===== src/rtl/smb_regbank_pkg.sv =====
package smb_regbank_pkg;

  typedef enum logic [2:0] {
    PH_IDLE,
    PH_ADDR,
    PH_CMD,
    PH_COUNT,
    PH_WDATA,
    PH_RDATA,
    PH_IGNORE
  } smb_phase_e;

  // power-up value of register idx in a bank of nreg registers
  function automatic logic [7:0] reg_default(input int idx, input int nreg,
                                             input logic [7:0] id);
    if (idx == nreg - 1) return id;
    if (idx < 2) return 8'hFF;
    return 8'h00;
  endfunction

  function automatic logic addr_hit(input logic [7:0] b, input logic [6:0] dev);
    return b[7:1] == dev;
  endfunction

  function automatic logic cmd_single(input logic [7:0] c);
    return c[7];
  endfunction

  function automatic logic cmd_cs_ok(input logic [7:0] c);
    return c[6:5] == 2'b00;
  endfunction

  function automatic logic [4:0] cmd_index(input logic [7:0] c);
    return c[4:0];
  endfunction

endpackage


===== src/rtl/smb_line_sync.sv =====
module smb_line_sync #(
  parameter int STAGES = 2
) (
  input  logic clk,
  input  logic rst_n,
  input  logic scl_i,
  input  logic sda_i,
  output logic scl_s,
  output logic sda_s,
  output logic scl_rise,
  output logic scl_fall,
  output logic start_evt,
  output logic stop_evt
);
  logic [STAGES-1:0] scl_pipe;
  logic [STAGES-1:0] sda_pipe;
  logic scl_q;
  logic sda_q;

  always_ff @(posedge clk or negedge rst_n) begin
    if (!rst_n) begin
      scl_pipe <= {STAGES{1'b1}};
      sda_pipe <= {STAGES{1'b1}};
      scl_q    <= 1'b1;
      sda_q    <= 1'b1;
    end else begin
      scl_pipe <= {scl_pipe[STAGES-2:0], scl_i};
      sda_pipe <= {sda_pipe[STAGES-2:0], sda_i};
      scl_q    <= scl_s;
      sda_q    <= sda_s;
    end
  end

  assign scl_s     = scl_pipe[STAGES-1];
  assign sda_s     = sda_pipe[STAGES-1];
  assign scl_rise  = scl_s & ~scl_q;
  assign scl_fall  = ~scl_s & scl_q;
  assign start_evt = scl_s & scl_q & sda_q & ~sda_s;
  assign stop_evt  = scl_s & scl_q & ~sda_q & sda_s;
endmodule


===== src/rtl/smb_reg_store.sv =====
module smb_reg_store
  import smb_regbank_pkg::*;
#(
  parameter int          NREG     = 8,
  parameter logic [7:0]  ID_VALUE = 8'h18,
  localparam int         IW       = $clog2(NREG)
) (
  input  logic              clk,
  input  logic              rst_n,
  input  logic              wr_en,
  input  logic [IW-1:0]     wr_idx,
  input  logic [7:0]        wr_data,
  output logic [NREG*8-1:0] regs_flat
);
  for (genvar gi = 0; gi < NREG; gi++) begin : g_reg
    if (gi == NREG - 1) begin : g_id
      assign regs_flat[gi*8 +: 8] = ID_VALUE;
    end else begin : g_rw
      logic [7:0] q;
      always_ff @(posedge clk or negedge rst_n) begin
        if (!rst_n)                               q <= reg_default(gi, NREG, ID_VALUE);
        else if (wr_en && wr_idx == IW'(gi))      q <= wr_data;
      end
      assign regs_flat[gi*8 +: 8] = q;
    end
  end


  wr_lands_chk: assert property (@(posedge clk) disable iff (!rst_n)
    (wr_en && wr_idx != IW'(NREG - 1)) |=> regs_flat[$past(wr_idx)*8 +: 8] == $past(wr_data));


  id_ro_chk: assert property (@(posedge clk) disable iff (!rst_n)
    (wr_en && wr_idx == IW'(NREG - 1)) |=> $stable(regs_flat));
endmodule


===== src/rtl/smb_xact_fsm.sv =====
module smb_xact_fsm
  import smb_regbank_pkg::*;
#(
  parameter logic [6:0] DEV_ADDR = 7'h69,
  parameter int         NREG     = 8,
  localparam int        IW       = $clog2(NREG),
  localparam int        PW       = 6
) (
  input  logic              clk,
  input  logic              rst_n,
  input  logic              scl_s,
  input  logic              sda_s,
  input  logic              scl_rise,
  input  logic              scl_fall,
  input  logic              start_evt,
  input  logic              stop_evt,
  input  logic [NREG*8-1:0] regs_flat,
  output logic              wr_en,
  output logic [IW-1:0]     wr_idx,
  output logic [7:0]        wr_data,
  output logic              sda_pull
);
  smb_phase_e  phase_q, nxt_phase;
  logic [3:0]  bitcnt_q;
  logic        in_ack_q, ack_drive_q, mack_q, rd_first_q;
  logic        cmd_valid_q, blk_q;
  logic [4:0]  off_q;
  logic [PW-1:0] ptr_q, rd_k_q;
  logic [7:0]  rx_q, tx_q;
  logic        accept;
  logic        byte_end;
  logic        ptr_ok;

  // byte the slave sends as item k of a read burst
  function automatic logic [7:0] pick_tx(input logic blk, input logic [PW-1:0] k,
                                         input logic [4:0] off,
                                         input logic [NREG*8-1:0] r);
    if (blk) begin
      if (k == '0) return 8'(NREG);
      if (int'(k) - 1 < NREG) return r[(int'(k) - 1)*8 +: 8];
      return 8'hFF;
    end
    if (k == '0) return r[int'(off)*8 +: 8];
    return 8'hFF;
  endfunction

  assign byte_end = scl_fall && !in_ack_q && bitcnt_q == 4'd8;
  assign ptr_ok   = ptr_q < PW'(NREG);

  always_comb begin
    accept    = 1'b0;
    nxt_phase = PH_IGNORE;
    unique case (phase_q)
      PH_ADDR: begin
        if (addr_hit(rx_q, DEV_ADDR)) begin
          if (!rx_q[0]) begin
            accept = 1'b1; nxt_phase = PH_CMD;
          end else if (cmd_valid_q) begin
            accept = 1'b1; nxt_phase = PH_RDATA;
          end
        end
      end
      PH_CMD: begin
        if (cmd_cs_ok(rx_q) &&
            (!cmd_single(rx_q) || {1'b0, cmd_index(rx_q)} < PW'(NREG))) begin
          accept    = 1'b1;
          nxt_phase = cmd_single(rx_q) ? PH_WDATA : PH_COUNT;
        end
      end
      PH_COUNT: begin
        accept = 1'b1; nxt_phase = PH_WDATA;
      end
      PH_WDATA: begin
        if (ptr_ok) begin
          accept = 1'b1; nxt_phase = PH_WDATA;
        end
      end
      default: begin
        accept = 1'b0; nxt_phase = phase_q;
      end
    endcase
  end

  assign wr_en   = byte_end && phase_q == PH_WDATA && ptr_ok;
  assign wr_idx  = ptr_q[IW-1:0];
  assign wr_data = rx_q;

  always_ff @(posedge clk or negedge rst_n) begin
    if (!rst_n) begin
      phase_q     <= PH_IDLE;
      bitcnt_q    <= '0;
      in_ack_q    <= 1'b0;
      ack_drive_q <= 1'b0;
      mack_q      <= 1'b0;
      rd_first_q  <= 1'b0;
      cmd_valid_q <= 1'b0;
      blk_q       <= 1'b0;
      off_q       <= '0;
      ptr_q       <= '0;
      rd_k_q      <= '0;
      rx_q        <= '0;
      tx_q        <= 8'hFF;
    end else if (stop_evt) begin
      phase_q     <= PH_IDLE;
      cmd_valid_q <= 1'b0;
      in_ack_q    <= 1'b0;
      ack_drive_q <= 1'b0;
      bitcnt_q    <= '0;
    end else if (start_evt) begin
      phase_q     <= PH_ADDR;
      in_ack_q    <= 1'b0;
      ack_drive_q <= 1'b0;
      bitcnt_q    <= '0;
    end else if (phase_q != PH_IDLE) begin
      if (scl_rise) begin
        if (in_ack_q) mack_q <= ~sda_s;
        else if (bitcnt_q < 4'd8) begin
          rx_q     <= {rx_q[6:0], sda_s};
          bitcnt_q <= bitcnt_q + 4'd1;
        end
      end else if (scl_fall) begin
        if (in_ack_q) begin
          in_ack_q    <= 1'b0;
          ack_drive_q <= 1'b0;
          bitcnt_q    <= '0;
          if (phase_q == PH_RDATA) begin
            if (rd_first_q || mack_q) begin
              tx_q       <= pick_tx(blk_q, rd_k_q, off_q, regs_flat);
              rd_k_q     <= (rd_k_q == '1) ? rd_k_q : rd_k_q + 1'b1;
              rd_first_q <= 1'b0;
            end else begin
              phase_q <= PH_IGNORE;
            end
          end
        end else if (bitcnt_q == 4'd8) begin
          in_ack_q    <= 1'b1;
          ack_drive_q <= accept;
          phase_q     <= nxt_phase;
          if (phase_q == PH_ADDR && nxt_phase == PH_RDATA) begin
            rd_first_q <= 1'b1;
            rd_k_q     <= '0;
          end
          if (phase_q == PH_CMD && accept) begin
            blk_q       <= ~cmd_single(rx_q);
            off_q       <= cmd_index(rx_q);
            cmd_valid_q <= 1'b1;
            ptr_q       <= cmd_single(rx_q) ? {1'b0, cmd_index(rx_q)} : '0;
          end
          if (phase_q == PH_WDATA && accept)
            ptr_q <= blk_q ? ptr_q + 1'b1 : PW'(NREG);
        end else if (phase_q == PH_RDATA && bitcnt_q != 4'd0) begin
          tx_q <= {tx_q[6:0], 1'b1};
        end
      end
    end
  end

  assign sda_pull = (in_ack_q & ack_drive_q) |
                    (phase_q == PH_RDATA & ~in_ack_q & ~tx_q[7]);


  pull_on_low_chk: assert property (@(posedge clk) disable iff (!rst_n)
    $rose(sda_pull) |-> !scl_s);


  stop_clears_chk: assert property (@(posedge clk) disable iff (!rst_n)
    stop_evt |=> (!cmd_valid_q && phase_q == PH_IDLE));


  wr_needs_cmd_chk: assert property (@(posedge clk) disable iff (!rst_n)
    wr_en |-> cmd_valid_q);
endmodule


===== src/rtl/smb_regbank.sv =====
module smb_regbank #(
  parameter logic [6:0] DEV_ADDR    = 7'h69,
  parameter int         NREG        = 8,
  parameter logic [7:0] ID_VALUE    = 8'h18,
  parameter int         SYNC_STAGES = 2
) (
  input  logic              clk,
  input  logic              rst_n,
  input  logic              scl_i,
  input  logic              sda_i,
  output logic              sda_pull_o,
  output logic [NREG*8-1:0] regs_o
);
  localparam int IW = $clog2(NREG);

  logic scl_s, sda_s, scl_rise, scl_fall, start_evt, stop_evt;
  logic wr_en;
  logic [IW-1:0] wr_idx;
  logic [7:0] wr_data;
  logic [NREG*8-1:0] regs_flat;

  smb_line_sync #(.STAGES(SYNC_STAGES)) u_sync (
    .clk(clk), .rst_n(rst_n), .scl_i(scl_i), .sda_i(sda_i),
    .scl_s(scl_s), .sda_s(sda_s), .scl_rise(scl_rise), .scl_fall(scl_fall),
    .start_evt(start_evt), .stop_evt(stop_evt)
  );

  smb_xact_fsm #(.DEV_ADDR(DEV_ADDR), .NREG(NREG)) u_fsm (
    .clk(clk), .rst_n(rst_n), .scl_s(scl_s), .sda_s(sda_s),
    .scl_rise(scl_rise), .scl_fall(scl_fall),
    .start_evt(start_evt), .stop_evt(stop_evt), .regs_flat(regs_flat),
    .wr_en(wr_en), .wr_idx(wr_idx), .wr_data(wr_data), .sda_pull(sda_pull_o)
  );

  smb_reg_store #(.NREG(NREG), .ID_VALUE(ID_VALUE)) u_store (
    .clk(clk), .rst_n(rst_n), .wr_en(wr_en), .wr_idx(wr_idx),
    .wr_data(wr_data), .regs_flat(regs_flat)
  );

  assign regs_o = regs_flat;
endmodule


===== config.mk =====
export PLATFORM = sky130hd
export DESIGN_NAME = smb_regbank
export DESIGN_NICKNAME = d
export VERILOG_FILES = /design/src/rtl/smb_regbank_pkg.sv /design/src/rtl/smb_line_sync.sv /design/src/rtl/smb_reg_store.sv /design/src/rtl/smb_xact_fsm.sv /design/src/rtl/smb_regbank.sv
export SDC_FILE = /design/constraint.sdc
export NUM_CORES = 1
export LEC_CHECK = 0
export BUFFER_PORTS_ARGS = -buffer_cell sky130_fd_sc_hd__buf_4
export CORE_AREA = 4 4 151 80
export CTS_BUF_LIST = sky130_fd_sc_hd__clkbuf_8
export CTS_CLUSTER_SIZE = 20
export DETAILED_ROUTE_END_ITERATION = 10
export DIE_AREA = 0 0 155 84
export HOLD_SLACK_MARGIN = 0.08
export PLACE_DENSITY = 0.8
export SYNTH_ARGS = -nofsm -noshare
export SYNTH_HDL_FRONTEND = slang
export SYNTH_SLANG_ARGS = --single-unit

===== constraint.sdc =====
create_clock -name clk -period 4.9 [get_ports clk]
set_clock_uncertainty 0.15 [all_clocks]
set_input_delay 0 -clock clk [delete_from_list [all_inputs] [get_ports clk]]
set_output_delay 0 -clock clk [all_outputs]
set_load 0.02 [all_outputs]

==> flow_summary.yaml <==
outcome:
  status: "finished clean"
clock_tree:
  cts_tree: "done"
  htreeDepth: 3
  numCtsBuffers: 9
  cts_buffer_depth: 2
  clkSinkCount: 108
  cts.clk_slew.worst_paths_ns: 0.11
  cts_root_buf: "clkbuf_8"
  clk_latency_ns: 0.39
die:
  core-area_um2: 10800
  die_w_um: 155
  placement_rows: 27
  die_h_um: 84
  io_pins: 69
  floorplan.die_area_um2: 13000
  start_util_pct: 59.2
critical_path:
  critPathCaptureType: "flop"
  crit_path_cell_trace: "inv_2 > ha_1 > xor2_2 > mux4_2 > mux2_2 > a21oi_1 > o221ai_1"
  cp.required_ns: 5.05
  cpPeakStageDelay_ns: 0.80
  critPathArrivalTime_ns: 3.58
  start_kind: "flop"
  crit_type: "flop to flop"
  slowest_stage: "dfrtp_1"
  cp_top_family: "flip-flops"
  crit_fanout: 19
  crit_buf_inv: 1
synth:
  yosysSeqAreaShare_pct: 43.0
  async_reset_ff_share_pct: 100
  synth_warnings: 0
  yosys.area.top_type: "dfrtp_1"
  synth_area_um2: 6380
  ys_types: 82
  syn_area_per_cell_um2: 10.9
  netlist_instances: 587
  ys_ff_latch: 108
  synth_edf_count: 0
  ys_top_cells_by_area: "dfrtp_1, mux2_2, dfstp_2"
  synth_top_area_share_pct: 30.6
  ys.flop_type: "dfrtp_1"
route:
  drtIter0Drc: 663
  vias: 5127
  finalWirelength_um: 17500
  dr.pass1.iters: 6
  drc_errors: 0
  vias_per_cell: 6.68
  wl_per_cell_um: 22.8
  drtAntennaViolNets: 0
worst_hold_path:
  hold_class: "primary input to flop"
placed_design:
  dp_hpwl_um: 12500
  place_congestion: 0.975
  portBuffers: 60
  place_area_um2: 6790
power:
  peakVddDrop_v: 0.000248
  power_density_nw_per_um2: 273
  p_leak_nw: 3.04
  power.total_mw: 1.92
sta:
  tns_ns: 0
  fin_crit_sh_pct: 70.2
  slew_violations: 0
  hold_viol_final: 0
  worst_pin_slew_ns: 1.11
  slew_headroom_pct: 25.2
  post-route-min-period_ns: 3.44
  fmax_ghz: 0.291
  setup_violations: 0
  rsz0062_at_grt: "false"
global_routing:
  grt_pass1_vias: 4857
  grt_max_degree: 74
  antenna_found_initial: 0
  gr-total-overflow: 0
  grt_first_pass_wirelength_um: 28300
  grt_usage_pct: 27.7
finish:
  syn2layout_area_growth_pct: 10.2
  nets: 635
  fillers: 835
  antennaDiodeCount: 0
  fin_area_um2: 7030
  drive_gt1_share_pct: 34.8
run:
  maxCapViolations: 0
## layer usage
layer	share of wire, %	vias up	GRT usage [%]
met4	1.4	0	5.61
met5	0	-	0
met2	41	303	37.6
met3	11	27	8.75
li1	-	2226	-
met1	46	2571	43.0
## layout make-up
class / count / area (um2) / area share, %
clock buffers: 9 / 124 / 1.76
repair buffers: 65 / 495 / 7.05
inverters: 18 / 67.6 / 0.961
clock inverters: 7 / 85.1 / 1.21
flip-flops and latches: 108 / 2740 / 39.0
multi-input cells: 416 / 3330 / 47.4
well taps: 145 / 181 / 2.58
## cells in the mapped netlist, types with 12 or more instances
| cell type | number |
|---|---|
| mux2i_1 | 21 |
| nand2_1 | 49 |
| mux2_2 | 72 |
| buf_2 | 12 |
| clkbuf_1 | 25 |
| nand3_1 | 19 |
| inv_1 | 16 |
| mux4_2 | 12 |
| buf_4 | 12 |
| o21ai_0 | 24 |
| dfstp_2 | 30 |
| dfrtp_1 | 78 |
| nor2_1 | 29 |
| ha_1 | 13 |
| a21oi_1 | 13 |
## worst paths after layout
path                                     from                    endpoint  slack (ns)  cells after the start
max in group asynchronous               rst_n  u_store.g_reg[0].g_rw.q[5]        3.41                      3
max                           u_fsm.rd_k_q[0]               u_fsm.tx_q[4]        1.46                      7
max reg2reg                   u_fsm.rd_k_q[0]               u_fsm.tx_q[4]        1.46                      7
min in group asynchronous               rst_n            u_fsm.wr_data[3]        0.13                      2
min                                     sda_i          u_sync.sda_pipe[0]        0.10                      2
min reg2reg                u_sync.scl_pipe[0]          u_sync.scl_pipe[1]        0.21                      0
## sequential cells by signal (all words and copies together), names as in the netlist, 2 cells and up
register / flops
u_store.g.g_rw.q: 56
u_fsm.ptr_q: 6
u_fsm.tx_q: 8
u_fsm.wr_data: 8
u_fsm.phase_q: 3
u_sync.scl_pipe: 2
u_fsm.rd_k_q: 6
u_fsm.off_q: 5
u_sync.sda_pipe: 2
u_fsm.bitcnt_q: 4
## cells in the final DEF, fill, tap and decap left out, types with 4 or more instances in the layout
cell / n
dfstp_2: 30
a41o_1: 4
inv_1: 16
mux2i_1: 21
mux2_2: 72
or2_2: 4
nand4_1: 11
nand3_1: 19
a32oi_1: 4
a31oi_1: 5
mux4_2: 12
nand2b_1: 5
a21oi_1: 13
conb_1: 8
o211ai_1: 9
and2_1: 9
a32o_1: 4
nand3b_1: 5
o21ai_0: 24
nand2_1: 49
ha_1: 13
clkbuf_8: 9
buf_4: 62
dfrtp_1: 78
o211a_1: 4
nor3_1: 5
nor2_1: 29
o311ai_0: 5
a311oi_1: 4
o31ai_1: 4
## through the flow
step	util, %	hold slack [ns]	instances	setup slack (ns)
finish	65.2	0.101	768	1.46
global placement	63.0	-0.0414	749	1.71
detailed placement	63.0	-0.0406	749	1.57
floorplan	-	-0.446	593	2.41
global route	65.2	0.122	768	1.14
CTS	65.2	0.0870	768	1.56
## worst reg2reg max path, cell delays in order, from the launching register on
cell,delay (ns)
dfrtp_1,0.80
inv_2,0.26
ha_1,0.37
xor2_2,0.80
mux4_2,0.42
mux2_2,0.27
a21oi_1,0.14
o221ai_1,0.13
## repair_timing
| action | CTS | global route |
|---|---|---|
| gates resized for setup | 0 | 0 |
| endpoints found under the hold margin | 65 | 0 |
| hold buffers | 3 | 0 |
| setup buffers | 0 | 0 |
## power breakdown
part	total [mW]	internal [mW]	switching (mW)
registers	1.08	0.931	0.147
clock network	0.584	0.245	0.339
logic	0.260	0.114	0.145
total	1.92	1.29	0.631
## cell families after synthesis
group	count (synthesis)	share of synthesized area (%)
simple gates	173	14.7
other cells	2	0.118
buf+inv	69	5.12
compound gates	111	13.4
flops	108	43.0
xor+xnor	5	0.804
fa+ha+maj	13	2.55
mux	106	20.4
(Power assumes the default switching activity.)
